<file path="config.mk">
export PLATFORM = sky130hd
export DESIGN_NAME = fsel_watchdog
export DESIGN_NICKNAME = d
export VERILOG_FILES = /design/src/rtl/fsw_pkg.sv /design/src/rtl/fsw_prescaler.sv /design/src/rtl/fsw_timer.sv /design/src/rtl/fsw_rstgen.sv /design/src/rtl/fsel_watchdog.sv
export SDC_FILE = /design/constraint.sdc
export NUM_CORES = 1
export LEC_CHECK = 0
export ABC_CLOCK_PERIOD_IN_PS = 3700
export BUFFER_PORTS_ARGS = -buffer_cell sky130_fd_sc_hd__buf_2
export CAP_MARGIN = 30
export CORE_ASPECT_RATIO = 1.75
export CORE_MARGIN = 2
export CORE_UTILIZATION = 59
export DETAILED_ROUTE_END_ITERATION = 8
export PLACE_DENSITY = 0.8
export SKIP_CTS_REPAIR_TIMING = 1
export SYNTH_ARGS = -nofsm -noshare
export SYNTH_HDL_FRONTEND = slang
export SYNTH_SLANG_ARGS = --single-unit
</file>
<file path="constraint.sdc">
create_clock -name clk -period 3.7 [get_ports clk]
set_clock_uncertainty 0.1 [all_clocks]
set_input_delay 0.74 -clock clk [delete_from_list [all_inputs] [get_ports clk]]
set_output_delay 0.74 -clock clk [all_outputs]
set_load 0.005 [all_outputs]
</file>
<file path="src/rtl/fsw_pkg.sv">
package fsw_pkg;
  localparam int FCODE_W = 5;
  typedef logic [FCODE_W-1:0] fcode_t;
endpackage

</file>
<file path="src/rtl/fsw_prescaler.sv">
module fsw_prescaler #(
  parameter int DIV = 4
) (
  input  logic clk,
  input  logic rst_n,
  input  logic en,
  input  logic restart,
  output logic tick
);
  localparam int CW = (DIV > 1) ? $clog2(DIV) : 1;
  localparam logic [CW-1:0] LAST = CW'(DIV - 1);

  logic [CW-1:0] cnt_q, cnt_d;

  always_comb begin
    cnt_d = cnt_q;
    if (restart)       cnt_d = '0;
    else if (en) begin
      if (cnt_q == LAST) cnt_d = '0;
      else               cnt_d = cnt_q + CW'(1);
    end
  end

  always_ff @(posedge clk or negedge rst_n) begin
    if (!rst_n) cnt_q <= '0;
    else        cnt_q <= cnt_d;
  end

  assign tick = en && !restart && (cnt_q == LAST);

  // the divider never leaves its range
  assert_cnt_range_R3: assert property (@(posedge clk) disable iff (!rst_n)
    cnt_q <= LAST);
endmodule

</file>
<file path="src/rtl/fsw_timer.sv">
module fsw_timer #(
  parameter int CNT_W = 8
) (
  input  logic             clk,
  input  logic             rst_n,
  input  logic             run,
  input  logic             load,
  input  logic [CNT_W-1:0] load_val,
  input  logic             tick,
  input  logic             alarm_clr,
  output logic             expire,
  output logic             alarm
);
  logic [CNT_W-1:0] cnt_q, cnt_d;
  logic             alarm_q, alarm_d;

  assign expire = run && tick && !load && (cnt_q <= CNT_W'(1));

  always_comb begin
    cnt_d   = cnt_q;
    alarm_d = alarm_q;
    if (alarm_clr) alarm_d = 1'b0;
    if (load) begin
      cnt_d = load_val;
    end else if (run && tick) begin
      if (expire) begin
        cnt_d   = load_val;
        alarm_d = 1'b1;
      end else begin
        cnt_d = cnt_q - CNT_W'(1);
      end
    end
  end

  always_ff @(posedge clk or negedge rst_n) begin
    if (!rst_n) begin
      cnt_q   <= '0;
      alarm_q <= 1'b0;
    end else begin
      cnt_q   <= cnt_d;
      alarm_q <= alarm_d;
    end
  end

  assign alarm = alarm_q;

  // alarm is sticky until cleared
  assert_alarm_sticky_R7: assert property (@(posedge clk) disable iff (!rst_n)
    alarm_q && !alarm_clr |=> alarm_q);
  // alarm can only rise while the timer runs
  assert_alarm_needs_run_R4: assert property (@(posedge clk) disable iff (!rst_n)
    $rose(alarm_q) |-> $past(run));
endmodule

</file>
<file path="src/rtl/fsw_rstgen.sv">
module fsw_rstgen #(
  parameter int TICK_DIV  = 4,
  parameter int RST_TICKS = 2
) (
  input  logic clk,
  input  logic rst_n,
  input  logic trig,
  output logic sys_rst_n
);
  localparam int TW = $clog2(RST_TICKS + 1);
  localparam logic [TW-1:0] TLAST = TW'(RST_TICKS - 1);

  logic          busy_q, busy_d;
  logic [TW-1:0] tcnt_q, tcnt_d;
  logic          ptick;

  fsw_prescaler #(.DIV(TICK_DIV)) u_pre (
    .clk     (clk),
    .rst_n   (rst_n),
    .en      (busy_q),
    .restart (trig),
    .tick    (ptick)
  );

  always_comb begin
    busy_d = busy_q;
    tcnt_d = tcnt_q;
    if (trig) begin
      busy_d = 1'b1;
      tcnt_d = '0;
    end else if (busy_q && ptick) begin
      if (tcnt_q == TLAST) busy_d = 1'b0;
      else                 tcnt_d = tcnt_q + TW'(1);
    end
  end

  always_ff @(posedge clk or negedge rst_n) begin
    if (!rst_n) begin
      busy_q <= 1'b0;
      tcnt_q <= '0;
    end else begin
      busy_q <= busy_d;
      tcnt_q <= tcnt_d;
    end
  end

  assign sys_rst_n = !busy_q;

  // a trigger pulls the reset line low at the next edge
  assert_trig_pulls_low_R8: assert property (@(posedge clk) disable iff (!rst_n)
    trig |=> !sys_rst_n);
endmodule

</file>
<file path="src/rtl/fsel_watchdog.sv">
module fsel_watchdog
  import fsw_pkg::*;
#(
  parameter int TICK_DIV  = 4152220,
  parameter int CNT_W     = 8,
  parameter int RST_TICKS = 2
) (
  input  logic               clk,
  input  logic               rst_n,
  input  logic               pwrgd_n,
  input  logic [FCODE_W-1:0] hw_fsel,
  input  logic               prog_en,
  input  logic               fsel_src,
  input  logic [FCODE_W-1:0] reg_fsel,
  input  logic               wd_en,
  input  logic [CNT_W-1:0]   wd_count,
  input  logic               wd_count_wr,
  input  logic               safe_src,
  input  logic [FCODE_W-1:0] safe_fsel,
  input  logic               alarm_clr,
  input  logic               chg_rst_en,
  output logic [FCODE_W-1:0] fsel_out,
  output logic               alarm,
  output logic               sys_rst_n
);
  fcode_t hw_lat_q;
  logic   pg_q;
  fcode_t fsel_q, fsel_d, normal_code, safe_code;
  logic   wd_active, run, load, tick, expire, alarm_i, chg, trig;

  // pin latch, clock-enabled by the power-good strobe
  always_ff @(posedge clk or negedge rst_n) begin
    if (!rst_n)        hw_lat_q <= '0;
    else if (!pwrgd_n) hw_lat_q <= hw_fsel;
  end

  always_ff @(posedge clk or negedge rst_n) begin
    if (!rst_n) pg_q <= 1'b0;
    else        pg_q <= pwrgd_n;
  end

  assign wd_active   = prog_en && wd_en;
  assign run         = wd_active && !alarm_i;
  assign load        = wd_count_wr || !wd_active;
  assign normal_code = fsel_src ? fcode_t'(reg_fsel) : hw_lat_q;
  assign safe_code   = (prog_en && safe_src) ? fcode_t'(safe_fsel) : hw_lat_q;

  always_comb begin
    fsel_d = alarm_i ? safe_code : normal_code;
  end

  always_ff @(posedge clk or negedge rst_n) begin
    if (!rst_n) fsel_q <= '0;
    else        fsel_q <= fsel_d;
  end

  assign chg  = chg_rst_en && pg_q && pwrgd_n && (fsel_d != fsel_q);
  assign trig = expire || chg;

  fsw_prescaler #(.DIV(TICK_DIV)) u_tick (
    .clk     (clk),
    .rst_n   (rst_n),
    .en      (run),
    .restart (load || !run),
    .tick    (tick)
  );

  fsw_timer #(.CNT_W(CNT_W)) u_timer (
    .clk       (clk),
    .rst_n     (rst_n),
    .run       (run),
    .load      (load),
    .load_val  (wd_count),
    .tick      (tick),
    .alarm_clr (alarm_clr),
    .expire    (expire),
    .alarm     (alarm_i)
  );

  fsw_rstgen #(.TICK_DIV(TICK_DIV), .RST_TICKS(RST_TICKS)) u_rst (
    .clk       (clk),
    .rst_n     (rst_n),
    .trig      (trig),
    .sys_rst_n (sys_rst_n)
  );

  assign fsel_out = fsel_q;
  assign alarm    = alarm_i;

  // latched pins hold once power-good is high
  assert_latch_hold_R1: assert property (@(posedge clk) disable iff (!rst_n)
    pwrgd_n |=> $stable(hw_lat_q));
  // during an alarm the output carries the safe code
  assert_safe_in_alarm_R6: assert property (@(posedge clk) disable iff (!rst_n)
    alarm_i |=> fsel_q == $past(safe_code));
  // no expiry without an active watchdog
  assert_no_expire_idle_R4: assert property (@(posedge clk) disable iff (!rst_n)
    !(prog_en && wd_en) |=> !$rose(alarm_i));
endmodule

</file>
==> results list <==
* Via/cell ratio: 6.16
* Net count after synthesis: 436
- Path category of the worst min-delay check: in -> async
- sky130_fd_sc_hd__dfrtp_1 takes more of the synthesized area than any other cell.
* Minimum setup slack in the final design: 1090 ps
- First-pass GRT wire length: 14300 um
- The number of antenna violations at the first check in global routing was 0.
- The floorplan step defined a die boundary enclosing 7040 um^2.
- The clock passes through at most 2 buffers.
- Counting flops and latches in the post-synthesis netlist gives 67.
* Critical path's slowest cell: sky130_fd_sc_hd__nor2_1
- Wirelength, routed: 8280 um
- Share of the synthesized area in the top cell type: 0.447
* Number of buffers created by CTS: 9
* Part of the Yosys area used for sequential elements: 0.447
* Setup Slack @ Placement: 890 ps
- Fin area: 4200 um^2
- Async SR Flop Fraction: 1.00
* Count of different cell masters after synthesis: 60
* Power per cell area: 390 nW/um^2
- Routed length per placed instance: 15.9 um
- Status: completed
- Worst-path clk slew: 70 ps
- For this run, the number of Yosys warnings is 0.
* Arrival time reported for the critical path endpoint: 2740 ps
- Of the cells placed in the final design, the portion with a size suffix greater than 1 is 0.179.
- Dpl cell area: 4010 um^2
- DP Wirelength: 5860 um
- The core region is 6180 um^2.
* Post-route non-filler standard cell count: 521
* Number of DRC violations after detailed-routing iteration 0: 159
* Later-pin clock latency in the skew report: 350 ps
* Ratio of final minimum period to clock period: 0.705
- The detail route stage leaves a number of antenna-violating nets equal to 0.
- Port buffering added 39 buffers.
- The die is 64.3 um wide.
- The worst setup path is launched from a flip-flop.
- The worst register-to-register path ends at u_rst.u_pre.cnt_q[17]$_DFFE_PN0P_.
- Counting the fill cells in the layout gives 515.
* Startpoint-to-endpoint class of the critical path: reg -> reg
- Hold violation count in the final report: 0
* Number of clock sinks: 67
- TritonCTS built the clock tree.
- The most used flip-flop cell after synthesis is sky130_fd_sc_hd__dfrtp_1.
* Crit path largest cell delay: 460 ps
* Number of failing setup endpoints in the final timing report: 0
- Summed over all failing endpoints, the final setup total negative slack is 0 ps.
- VDD sags by at most 0.341 mV.
* Worst slew margin: 0.466
- The via count of the first global-routing pass came to 3257.
- Die Y-Extent: 109 um
- Number of nets in the finished design: 475
- Largest fanout on the critical path: 10
- In the routed design, unresolved DRC markers number 0.
- Once layout is complete, the utilization of the core stands at 0.680.
* Leakage component of the power: 1.74 nW
- From synthesis to final layout, the design area changed by 12.0%.
- Crit path time final: 2610 ps
* RSZ-0062 raised after global routing: false
* Antenna diode instance count: 0
- Reported max-cap violation count: 0
- Ordered cell list for the critical path: ha_1, nor4bb_1, nand4_1, nor2_1, buf_4, o21ai_0, a21oi_1, nor3_1
- Synthesis produced 398 cells.
- FMAX: 383 MHz
- Global-route total usage across every layer: 0.261
* Count of pins on the block boundary: 40
- Site Rows: 38
- The initial utilization of the core area, before any placement, comes to 0.607.
- Ranking of synthesized cells by area: sky130_fd_sc_hd__dfrtp_1, sky130_fd_sc_hd__nor2_1, sky130_fd_sc_hd__nor3_1
- The worst register-to-register path has a depth of 8.
* Instance count after placement with tap cells included: 506
- Pin count of the biggest net entering global routing: 42
* Routability Congestion: 0.858
- Via count of the routed design: 3207
* Avg Inst Size Synth: 9.43 um^2
- Router iterations before antenna repair: 5
- Final max-slew violation count: 0
- Grt ovf: 0
- Worst-margin pin slew: 798 ps
* Internal reg-to-reg setup slack: 1090 ps
- STA classifies the critical path endpoint as a flip-flop.
- Number of enable flip-flop cells after synthesis: 0
- The tree is rooted in a sky130_fd_sc_hd__clkbuf_8.
* RR Startpoint: u_rst.u_pre.cnt_q[0]$_DFFE_PN0P_
- Required time reported for the critical path endpoint: 3830 ps
- Mapped Area: 3750 um^2
- The H-tree was split into 3 levels.
## registers in the layout, indices dropped and copies added (netlist names)
name	count
fsel_out	5
u_rst.u_pre.cnt_q	22
u_rst.tcnt_q	2
hw_lat_q	5
pg_q	1
u_rst.busy_q	1
u_timer.alarm	1
u_timer.cnt_q	8
u_tick.cnt_q	22
## Yosys cell counts, types with 2 or more instances
cell	count
sky130_fd_sc_hd__nor4_1	8
sky130_fd_sc_hd__o22a_1	4
sky130_fd_sc_hd__nor4b_1	2
sky130_fd_sc_hd__xnor2_1	13
sky130_fd_sc_hd__nand4_1	9
sky130_fd_sc_hd__clkbuf_1	8
sky130_fd_sc_hd__xor2_1	13
sky130_fd_sc_hd__nand3_1	18
sky130_fd_sc_hd__ha_1	5
sky130_fd_sc_hd__inv_1	7
sky130_fd_sc_hd__nor3b_1	6
sky130_fd_sc_hd__or3_1	6
sky130_fd_sc_hd__nand4b_1	2
sky130_fd_sc_hd__a21oi_1	23
sky130_fd_sc_hd__and2_1	3
sky130_fd_sc_hd__nand2_1	25
sky130_fd_sc_hd__nor3_1	27
sky130_fd_sc_hd__and3_1	10
sky130_fd_sc_hd__buf_2	6
sky130_fd_sc_hd__nor2b_1	8
sky130_fd_sc_hd__dfrtp_1	67
sky130_fd_sc_hd__a211oi_1	11
sky130_fd_sc_hd__nor4_4	2
sky130_fd_sc_hd__o21ai_0	17
sky130_fd_sc_hd__o31ai_1	2
sky130_fd_sc_hd__mux2_2	7
sky130_fd_sc_hd__o21a_1	2
sky130_fd_sc_hd__o211ai_1	2
sky130_fd_sc_hd__mux2i_1	3
sky130_fd_sc_hd__and4_1	4
sky130_fd_sc_hd__or2_2	2
sky130_fd_sc_hd__a31oi_1	2
sky130_fd_sc_hd__o21bai_1	2
sky130_fd_sc_hd__buf_6	2
sky130_fd_sc_hd__nor2_1	45
## cells in the final DEF (no fill, tap or decap), types with 8 or more instances in the layout
cell type,synthesis,layout
sky130_fd_sc_hd__dfrtp_1,67,67
sky130_fd_sc_hd__xnor2_1,13,13
sky130_fd_sc_hd__xor2_1,13,13
sky130_fd_sc_hd__nor4_1,8,8
sky130_fd_sc_hd__nand4_1,9,9
sky130_fd_sc_hd__nor2_1,45,45
sky130_fd_sc_hd__a21oi_1,23,23
sky130_fd_sc_hd__nand3_1,18,18
sky130_fd_sc_hd__nor2b_1,8,8
sky130_fd_sc_hd__o21ai_0,17,17
sky130_fd_sc_hd__a211oi_1,11,11
sky130_fd_sc_hd__nor3_1,27,27
sky130_fd_sc_hd__buf_2,6,39
sky130_fd_sc_hd__clkbuf_8,0,11
sky130_fd_sc_hd__nand2_1,25,25
sky130_fd_sc_hd__and3_1,10,10
## how the worst max path moves through the flow
stage	startpoint	end	slack (ps)	cells after the start
CTS	u_rst.u_pre.cnt_q[0]$_DFFE_PN0P_	u_rst.u_pre.cnt_q[17]$_DFFE_PN0P_	1110	8
global route	u_rst.u_pre.cnt_q[0]$_DFFE_PN0P_	u_rst.u_pre.cnt_q[18]$_DFFE_PN0P_	900	8
global placement	wd_count_wr	u_timer.cnt_q[5]$_DFFE_PN0P_	970	7
finish	u_rst.u_pre.cnt_q[0]$_DFFE_PN0P_	u_rst.u_pre.cnt_q[17]$_DFFE_PN0P_	1090	8
detailed placement	wd_count_wr	u_timer.cnt_q[5]$_DFFE_PN0P_	890	7
floorplan	wd_count_wr	u_timer.cnt_q[5]$_DFFE_PN0P_	1150	7
## cell families (layout without fill, tap and decap cells)
logic type      after synthesis  in the layout  share of synthesized area
mux                          11             11                     0.0320
compound gates               75             75                      0.129
fa+ha+maj                     5              5                     0.0167
xor+xnor                     26             26                     0.0607
simple gates                190            190                      0.285
flops                        67             67                      0.447
buf+inv                      24             67                     0.0300
## worst max-delay path: cells and delay by family, from the launching register on
kind            cells  cell delay [ps]
buf+inv             1              260
simple gates        4             1160
flops               1              390
fa+ha+maj           1              280
compound gates      2              300
## cell type report
| cell class | instances | area (um^2) | area share |
|---|---|---|---|
| inverters | 8 | 30.0 | 0.00715 |
| repair buffers | 44 | 233 | 0.0554 |
| well taps | 80 | 100 | 0.0238 |
| flip-flops and latches | 67 | 1680 | 0.399 |
| clock inverters | 2 | 35.0 | 0.00834 |
| multi-input cells | 307 | 1970 | 0.468 |
| clock buffers | 13 | 159 | 0.0378 |
## power breakdown
group          switching (W)  internal (W)  total (W)
logic               0.000101     0.0000917   0.000192
clock network       0.000266      0.000344   0.000610
registers          0.0000584      0.000778   0.000837
## per-stage QoR
step	power [W]	hold slack [ps]
3_3_place_gp	0.00103	384
5_1_grt	0.00172	330
3_5_place_dp	0.00104	392
6_report	0.00164	290
4_1_cts	0.00165	301
2_1_floorplan	0.000964	344
## layer usage
layer	up-vias	GRT usage	part of all wire
li1	1541	-	-
met1	1588	0.286	0.40
met2	62	0.473	0.55
met3	16	0.0573	0.031
met4	0	0.126	0.020
met5	-	0	0
(Power assumes the default switching activity.)
